--- config.mk ---
export PLATFORM = sky130hd
export DESIGN_NAME = vlen_csr_unit
export DESIGN_NICKNAME = d
export VERILOG_FILES = /design/src/rtl/vlc_pkg.sv /design/src/rtl/vlc_next.sv /design/src/rtl/vlc_offs_clamp.sv /design/src/rtl/vlc_pack.sv /design/src/rtl/vlen_csr_unit.sv
export SDC_FILE = /design/constraint.sdc
export NUM_CORES = 1
export LEC_CHECK = 0
export BUFFER_PORTS_ARGS = -buffer_cell sky130_fd_sc_hd__buf_2
export CELL_PAD_IN_SITES_DETAIL_PLACEMENT = 0
export CELL_PAD_IN_SITES_GLOBAL_PLACEMENT = 2
export CORE_MARGIN = 5
export CORE_UTILIZATION = 35
export CTS_BUF_LIST = sky130_fd_sc_hd__clkbuf_4
export CTS_CLUSTER_SIZE = 30
export DETAILED_ROUTE_END_ITERATION = 16
export GPL_ROUTABILITY_DRIVEN = 0
export MAX_ROUTING_LAYER = met4
export PLACE_DENSITY_LB_ADDON = 0.25
export REMOVE_ABC_BUFFERS = 1
export SLEW_MARGIN = 40
export SYNTH_ARGS = -nofsm -noshare
export SYNTH_HDL_FRONTEND = slang
export SYNTH_HIERARCHICAL = 1
export SYNTH_SLANG_ARGS = --single-unit
--- constraint.sdc ---
create_clock -name clk -period 6.5 [get_ports clk]
set_clock_uncertainty 0.1 [all_clocks]
set_input_delay 1.3 -clock clk [delete_from_list [all_inputs] [get_ports clk]]
set_output_delay 1.3 -clock clk [all_outputs]
set_load 0.02 [all_outputs]
--- src/rtl/vlc_pkg.sv ---
package vlc_pkg;
  typedef enum logic [2:0] {
    SEL_MVL   = 3'd0,
    SEL_VL    = 3'd1,
    SEL_SUBVL = 3'd2,
    SEL_STATE = 3'd3
  } vlc_sel_e;
endpackage

--- src/rtl/vlc_next.sv ---
// Computes the candidate next lengths and raw offsets for one register write.
module vlc_next #(
  parameter int LEN_W  = 6,
  parameter int SUB_W  = 2,
  parameter int DATA_W = 32
) (
  input  logic                csr_we,
  input  logic [2:0]          csr_sel,
  input  logic [DATA_W-1:0]   csr_wdata,
  input  logic [LEN_W:0]      mvl_q,
  input  logic [LEN_W:0]      vl_q,
  input  logic [SUB_W:0]      sub_q,
  input  logic [LEN_W-1:0]    src_q,
  input  logic [LEN_W-1:0]    dst_q,
  input  logic [SUB_W-1:0]    dsv_q,
  output logic [LEN_W:0]      mvl_n,
  output logic [LEN_W:0]      vl_n,
  output logic [SUB_W:0]      sub_n,
  output logic [LEN_W-1:0]    src_c,
  output logic [LEN_W-1:0]    dst_c,
  output logic [SUB_W-1:0]    dsv_c
);
  import vlc_pkg::*;

  localparam int LEN_CW = LEN_W + 1;
  localparam int SUB_CW = SUB_W + 1;
  localparam int F_VL   = 0;
  localparam int F_MVL  = LEN_W;
  localparam int F_SRC  = 2 * LEN_W;
  localparam int F_DST  = 3 * LEN_W;
  localparam int F_SUB  = 4 * LEN_W;
  localparam int F_DSV  = 4 * LEN_W + SUB_W;
  localparam logic [LEN_CW-1:0] MAX_LEN   = LEN_CW'(1) << LEN_W;
  localparam logic [DATA_W:0]   MAX_LEN_W = (DATA_W+1)'(MAX_LEN);
  localparam logic [SUB_CW-1:0] SUB_MAX   = SUB_CW'(1) << SUB_W;
  localparam logic [DATA_W-1:0] SUB_MAX_D = DATA_W'(SUB_MAX);

  logic [DATA_W:0]     wp1;
  logic [LEN_CW-1:0]   mvl_w, vl_w;
  logic [SUB_CW-1:0]   sub_w;
  logic [LEN_W-1:0]    f_vl, f_mvl, f_src, f_dst;
  logic [SUB_W-1:0]    f_sub, f_dsv;
  logic [LEN_CW-1:0]   st_mvl, st_vl_raw, st_vl;
  logic [SUB_CW-1:0]   st_sub;

  // plus-one widened by a bit so all-ones data cannot wrap
  assign wp1   = {1'b0, csr_wdata} + (DATA_W+1)'(1);
  assign mvl_w = (wp1 > MAX_LEN_W) ? MAX_LEN : wp1[LEN_CW-1:0];
  assign vl_w  = (wp1 > (DATA_W+1)'(mvl_q)) ? mvl_q : wp1[LEN_CW-1:0];
  assign sub_w = (csr_wdata == '0) ? SUB_CW'(1) :
                 (csr_wdata > SUB_MAX_D) ? SUB_MAX : csr_wdata[SUB_CW-1:0];

  assign f_vl  = csr_wdata[F_VL  +: LEN_W];
  assign f_mvl = csr_wdata[F_MVL +: LEN_W];
  assign f_src = csr_wdata[F_SRC +: LEN_W];
  assign f_dst = csr_wdata[F_DST +: LEN_W];
  assign f_sub = csr_wdata[F_SUB +: SUB_W];
  assign f_dsv = csr_wdata[F_DSV +: SUB_W];

  // combined write: MVL settles first, VL is bounded by that new MVL
  assign st_mvl    = {1'b0, f_mvl} + LEN_CW'(1);
  assign st_vl_raw = {1'b0, f_vl} + LEN_CW'(1);
  assign st_vl     = (st_vl_raw > st_mvl) ? st_mvl : st_vl_raw;
  assign st_sub    = {1'b0, f_sub} + SUB_CW'(1);

  always_comb begin
    mvl_n = mvl_q;
    vl_n  = vl_q;
    sub_n = sub_q;
    src_c = src_q;
    dst_c = dst_q;
    dsv_c = dsv_q;
    if (csr_we) begin
      case (csr_sel)
        SEL_MVL: begin
          mvl_n = mvl_w;
          vl_n  = (vl_q > mvl_w) ? mvl_w : vl_q;
        end
        SEL_VL:    vl_n  = vl_w;
        SEL_SUBVL: sub_n = sub_w;
        SEL_STATE: begin
          mvl_n = st_mvl;
          vl_n  = st_vl;
          sub_n = st_sub;
          src_c = f_src;
          dst_c = f_dst;
          dsv_c = f_dsv;
        end
        default: ;
      endcase
    end
  end
endmodule

--- src/rtl/vlc_offs_clamp.sv ---
// Bounds the element offsets by the next VL and the sub-vector offset by the next SUBVL.
module vlc_offs_clamp #(
  parameter int LEN_W  = 6,
  parameter int SUB_W  = 2,
  parameter int N_OFFS = 2
) (
  input  logic [LEN_W:0]                  vl_n,
  input  logic [SUB_W:0]                  sub_n,
  input  logic [N_OFFS-1:0][LEN_W-1:0]    offs_c,
  input  logic [SUB_W-1:0]                dsv_c,
  output logic [N_OFFS-1:0][LEN_W-1:0]    offs_o,
  output logic [SUB_W-1:0]                dsv_o
);
  localparam int LEN_CW = LEN_W + 1;
  localparam int SUB_CW = SUB_W + 1;

  logic [LEN_W-1:0] bound;
  logic [SUB_W-1:0] sub_bound;

  // a zero VL gives a bound of zero instead of wrapping to all ones
  assign bound     = (vl_n == '0) ? '0 : LEN_W'(vl_n - LEN_CW'(1));
  assign sub_bound = (sub_n == '0) ? '0 : SUB_W'(sub_n - SUB_CW'(1));

  for (genvar i = 0; i < N_OFFS; i++) begin : g_offs
    assign offs_o[i] = (offs_c[i] > bound) ? bound : offs_c[i];
  end

  assign dsv_o = (dsv_c > sub_bound) ? sub_bound : dsv_c;
endmodule

--- src/rtl/vlc_pack.sv ---
// Read multiplexer, including the minus-one packing of the combined word.
module vlc_pack #(
  parameter int LEN_W  = 6,
  parameter int SUB_W  = 2,
  parameter int DATA_W = 32
) (
  input  logic [2:0]         csr_sel,
  input  logic [LEN_W:0]     mvl_q,
  input  logic [LEN_W:0]     vl_q,
  input  logic [SUB_W:0]     sub_q,
  input  logic [LEN_W-1:0]   src_q,
  input  logic [LEN_W-1:0]   dst_q,
  input  logic [SUB_W-1:0]   dsv_q,
  output logic [DATA_W-1:0]  csr_rdata
);
  import vlc_pkg::*;

  localparam int LEN_CW = LEN_W + 1;
  localparam int SUB_CW = SUB_W + 1;
  localparam int F_VL   = 0;
  localparam int F_MVL  = LEN_W;
  localparam int F_SRC  = 2 * LEN_W;
  localparam int F_DST  = 3 * LEN_W;
  localparam int F_SUB  = 4 * LEN_W;
  localparam int F_DSV  = 4 * LEN_W + SUB_W;

  logic [LEN_W-1:0]  vl_enc, mvl_enc;
  logic [SUB_W-1:0]  sub_enc;
  logic [DATA_W-1:0] state_word;

  assign vl_enc  = (vl_q  == '0) ? '0 : LEN_W'(vl_q  - LEN_CW'(1));
  assign mvl_enc = (mvl_q == '0) ? '0 : LEN_W'(mvl_q - LEN_CW'(1));
  assign sub_enc = (sub_q == '0) ? '0 : SUB_W'(sub_q - SUB_CW'(1));

  always_comb begin
    state_word = '0;
    state_word[F_VL  +: LEN_W] = vl_enc;
    state_word[F_MVL +: LEN_W] = mvl_enc;
    state_word[F_SRC +: LEN_W] = src_q;
    state_word[F_DST +: LEN_W] = dst_q;
    state_word[F_SUB +: SUB_W] = sub_enc;
    state_word[F_DSV +: SUB_W] = dsv_q;
  end

  always_comb begin
    case (csr_sel)
      SEL_MVL:   csr_rdata = DATA_W'(mvl_q);
      SEL_VL:    csr_rdata = DATA_W'(vl_q);
      SEL_SUBVL: csr_rdata = DATA_W'(sub_q);
      SEL_STATE: csr_rdata = state_word;
      default:   csr_rdata = '0;
    endcase
  end
endmodule

--- src/rtl/vlen_csr_unit.sv ---
module vlen_csr_unit #(
  parameter int LEN_W  = 6,
  parameter int SUB_W  = 2,
  parameter int DATA_W = 32
) (
  input  logic              clk,
  input  logic              rst_n,
  input  logic [2:0]        csr_sel,
  input  logic              csr_we,
  input  logic [DATA_W-1:0] csr_wdata,
  output logic [DATA_W-1:0] csr_rdata
);
  localparam int LEN_CW = LEN_W + 1;
  localparam int SUB_CW = SUB_W + 1;

  logic [LEN_CW-1:0] mvl_q, vl_q, mvl_n, vl_n;
  logic [SUB_CW-1:0] sub_q, sub_n;
  logic [LEN_W-1:0]  src_q, dst_q, src_c, dst_c;
  logic [SUB_W-1:0]  dsv_q, dsv_c, dsv_n;
  logic [1:0][LEN_W-1:0] offs_c, offs_n;

  vlc_next #(.LEN_W(LEN_W), .SUB_W(SUB_W), .DATA_W(DATA_W)) u_next (
    .csr_we(csr_we), .csr_sel(csr_sel), .csr_wdata(csr_wdata),
    .mvl_q(mvl_q), .vl_q(vl_q), .sub_q(sub_q),
    .src_q(src_q), .dst_q(dst_q), .dsv_q(dsv_q),
    .mvl_n(mvl_n), .vl_n(vl_n), .sub_n(sub_n),
    .src_c(src_c), .dst_c(dst_c), .dsv_c(dsv_c)
  );

  assign offs_c = {dst_c, src_c};

  vlc_offs_clamp #(.LEN_W(LEN_W), .SUB_W(SUB_W), .N_OFFS(2)) u_clamp (
    .vl_n(vl_n), .sub_n(sub_n), .offs_c(offs_c), .dsv_c(dsv_c),
    .offs_o(offs_n), .dsv_o(dsv_n)
  );

  always_ff @(posedge clk or negedge rst_n) begin
    if (!rst_n) begin
      mvl_q <= '0;
      vl_q  <= '0;
      sub_q <= SUB_CW'(1);
      src_q <= '0;
      dst_q <= '0;
      dsv_q <= '0;
    end else begin
      mvl_q <= mvl_n;
      vl_q  <= vl_n;
      sub_q <= sub_n;
      src_q <= offs_n[0];
      dst_q <= offs_n[1];
      dsv_q <= dsv_n;
    end
  end

  vlc_pack #(.LEN_W(LEN_W), .SUB_W(SUB_W), .DATA_W(DATA_W)) u_pack (
    .csr_sel(csr_sel), .mvl_q(mvl_q), .vl_q(vl_q), .sub_q(sub_q),
    .src_q(src_q), .dst_q(dst_q), .dsv_q(dsv_q), .csr_rdata(csr_rdata)
  );
endmodule

==> impl_metrics.env <==
export IMPL_reg2reg_from="mvl_q[4]$_DFF_PN0_"
export IMPL_run_status="finished, violations left"
export IMPL_cpMostUsedCell="ha_4"
export IMPL_ctsHoldBuffers=0
export IMPL_synth_seq_area_share_pct=17.6
export IMPL_setup_ws_ns=-0.637
export IMPL_netlist_area_mm2=0.00441
export IMPL_dr_pass1_iters=5
export IMPL_avgSynthCellArea_um2=7.76
export IMPL_fillers=1278
export IMPL_initial_utilization_pct=35.3
export IMPL_cp_arrival_ns=7.28
export IMPL_cts_sinks=31
export IMPL_drv_cap=0
export IMPL_dieHeight_um=122
export IMPL_seqCellArea_um2=777
export IMPL_via_per_inst=5.43
export IMPL_synth_ff_type="dfrtp_1"
export IMPL_ant_nets=0
export IMPL_drt_total_wl_um=16800
export IMPL_grt_pass1_wl_um=26500
export IMPL_drive_above_1_share_pct=37.2
export IMPL_r2r_cells=18
export IMPL_violations="negative setup slack"
export IMPL_fmax_mhz=140
export IMPL_instances_no_fill=936
export IMPL_dpl_hpwl_um=13200
export IMPL_grt_pass1_vias=5011
export IMPL_required_ns=6.64
export IMPL_yosysUniqueCellTypes=71
export IMPL_io_pins=70
export IMPL_root_buffer="clkbuf_4"
export IMPL_yosys_register_bits=31
export IMPL_final_cell_mix="buf_4 (135), nand2_1 (76), buf_2 (56)"
export IMPL_power_density_mw_per_mm2=260
export IMPL_finalCritPeriodShare_pct=110
export IMPL_drt_iter0_drc=315
export IMPL_multi_input_area_mm2=0.00370
export IMPL_rsz0062_at_grt="yes"
export IMPL_antenna_found_initial=1
export IMPL_endpoint_kind="flip-flop"
export IMPL_clock_path_buffers=2
export IMPL_grt_usage_pct=23.2
export IMPL_cts_made_buffers=5
export IMPL_holdPathStages=3
export IMPL_power_mw=1.67
export IMPL_synth_edff_count=0
export IMPL_num_rows=41
export IMPL_portBuffers=65
export IMPL_nNetsFinal=849
export IMPL_drc=0
export IMPL_setup_violations=12
export IMPL_timing_rr_end="src_q[3]$_DFF_PN0_"
export IMPL_leakage_nw=3.01
export IMPL_worst_pin_slew_ns=0.786
export IMPL_path_clk_slew_ns=0.12
export IMPL_cp_max_fo=6
export IMPL_max_stage_delay_ns=0.50
export IMPL_async_reset_ff_share_pct=100
export IMPL_cts_tree="yes"
export IMPL_holdCritPathClass="reg2reg"
export IMPL_area_growth_syn_to_layout_pct=45.1
export IMPL_whs_endpoint="dst_q[0]$_DFF_PN0_"
export IMPL_hold_start="dst_q[0]$_DFF_PN0_"
export IMPL_hold_viol_final=0
export IMPL_die_area_mm2=0.0150
export IMPL_cp_start_kind="input port"
export IMPL_synth_cells=569
export IMPL_clk_latency_ns=0.35
export IMPL_die_w_um=122
export IMPL_core_mm2=0.0125
export IMPL_fin_crit_ns=7.14
export IMPL_wl_per_cell_um=18.0
export IMPL_mostFrequentLayoutCell="buf_4"
export IMPL_reg2reg_slack_ns=1.29
export IMPL_slowest_stage="or4_4"
export IMPL_max_slew_margin_pct=47.6
export IMPL_yosysWarnings=6
export IMPL_grt_ovfl_total=0
export IMPL_dp_cells=914
export IMPL_irDropWorstVdd_mv=0.314
export IMPL_grt_max_degree=32
export IMPL_path_class="in2reg"
export IMPL_slew_violations=0
export IMPL_num_vias=5084
export IMPL_h_tree_depth=2
-- critical path, delay by kind of cell --
kind / cells / cell delay (ns)
AO/OA/AOI/OAI: 11 / 2.15
adder cells (fa/ha/maj): 3 / 0.61
buffers and inverters: 5 / 0.63
multiplexers: 1 / 0.35
AND/OR/NAND/NOR: 10 / 2.24
-- synthesized netlist by cell type, drive strengths merged, types with 10 or more instances --
cell type / instances / share of area (%)
mux2: 17 / 4.3
and2: 21 / 3.0
buf: 11 / 1.7
mux2i: 14 / 3.2
o21ai: 21 / 2.4
nand4: 15 / 2.6
xnor2: 16 / 3.2
inv: 45 / 3.8
nor2: 35 / 3.0
nor3: 17 / 1.9
nand3: 18 / 2.2
ha: 49 / 14
nand2: 80 / 6.8
dfrtp: 30 / 17
a21oi: 22 / 2.5
clkbuf: 10 / 0.85
-- timing repair --
action                     4_1_cts  5_1_grt
setup buffers                   10        4
gates resized for setup         62       28
pin swaps                       31       22
setup endpoints to repair       12       12
-- worst max path at each step --
stage	start	to	depth (start not counted)	slack, ns
5_1_grt	csr_wdata[1]	src_q[3]$_DFF_PN0_	32	-0.88
4_1_cts	csr_wdata[1]	dst_q[2]$_DFF_PN0_	29	-0.64
2_1_floorplan	csr_wdata[0]	src_q[0]$_DFF_PN0_	27	-1.47
6_report	csr_wdata[1]	src_q[3]$_DFF_PN0_	30	-0.64
3_5_place_dp	csr_wdata[11]	dst_q[2]$_DFF_PN0_	31	-1.31
3_3_place_gp	csr_wdata[10]	src_q[0]$_DFF_PN0_	30	-1.26
-- power by group --
group / switching [mW] / internal, mW / total, mW
Sequential: 0.0650 / 0.255 / 0.320
Clock: 0.0814 / 0.0791 / 0.161
Combinational: 0.554 / 0.632 / 1.19
-- through the flow --
step / hold slack (ns) / instance area (um^2) / utilization, % / setup TNS [ns] / worst slack (ns)
5_1_grt: 0.592 / 6400 / 51.2 / -10.29 / -0.877
3_3_place_gp: 0.520 / 5810 / 46.4 / -14.98 / -1.26
3_5_place_dp: 0.518 / 5820 / 46.5 / -15.61 / -1.31
2_1_floorplan: 0.417 / 4310 / - / -17.41 / -1.47
6_report: 0.542 / 6400 / 51.2 / -7.17 / -0.637
4_1_cts: 0.542 / 6250 / 50.0 / -7.19 / -0.637
-- logic make-up (layout without fill, tap and decap cells) --
family	count (synthesis)	count (layout)	synth area share (%)
other cells	1	5	0.0850
fa+ha+maj	49	49	13.9
xor+xnor	25	25	4.96
compound gates	121	121	19.8
flops	31	31	17.6
simple gates	245	245	29.8
mux	31	31	7.51
buf+inv	66	257	6.35
-- layer usage --
layer  up-vias  GRT usage, %  wire, um
li1       2476             -         -
met1      2408          31.0      7500
met2       179          37.3      8020
met3        21          3.00      1010
met4         0          5.53       295
met5         -             -         0
-- registers in the layout, summed over array words and instances (netlist names) --
| name | cells |
|---|---|
| sub_q | 3 |
| mvl_q | 7 |
| dsv_q | 2 |
| vl_q | 7 |
| dst_q | 6 |
| src_q | 6 |
-- final cells by class --
class	count	area share, %
sequential	31	12.1
antenna	1	0.0391
timing repair buffer	204	22.8
inverter	45	2.64
multi-input combinational	475	57.8
clock buffer	5	0.586
tap	172	3.36
clock inverter	3	0.606
(Power assumes the default switching activity.)
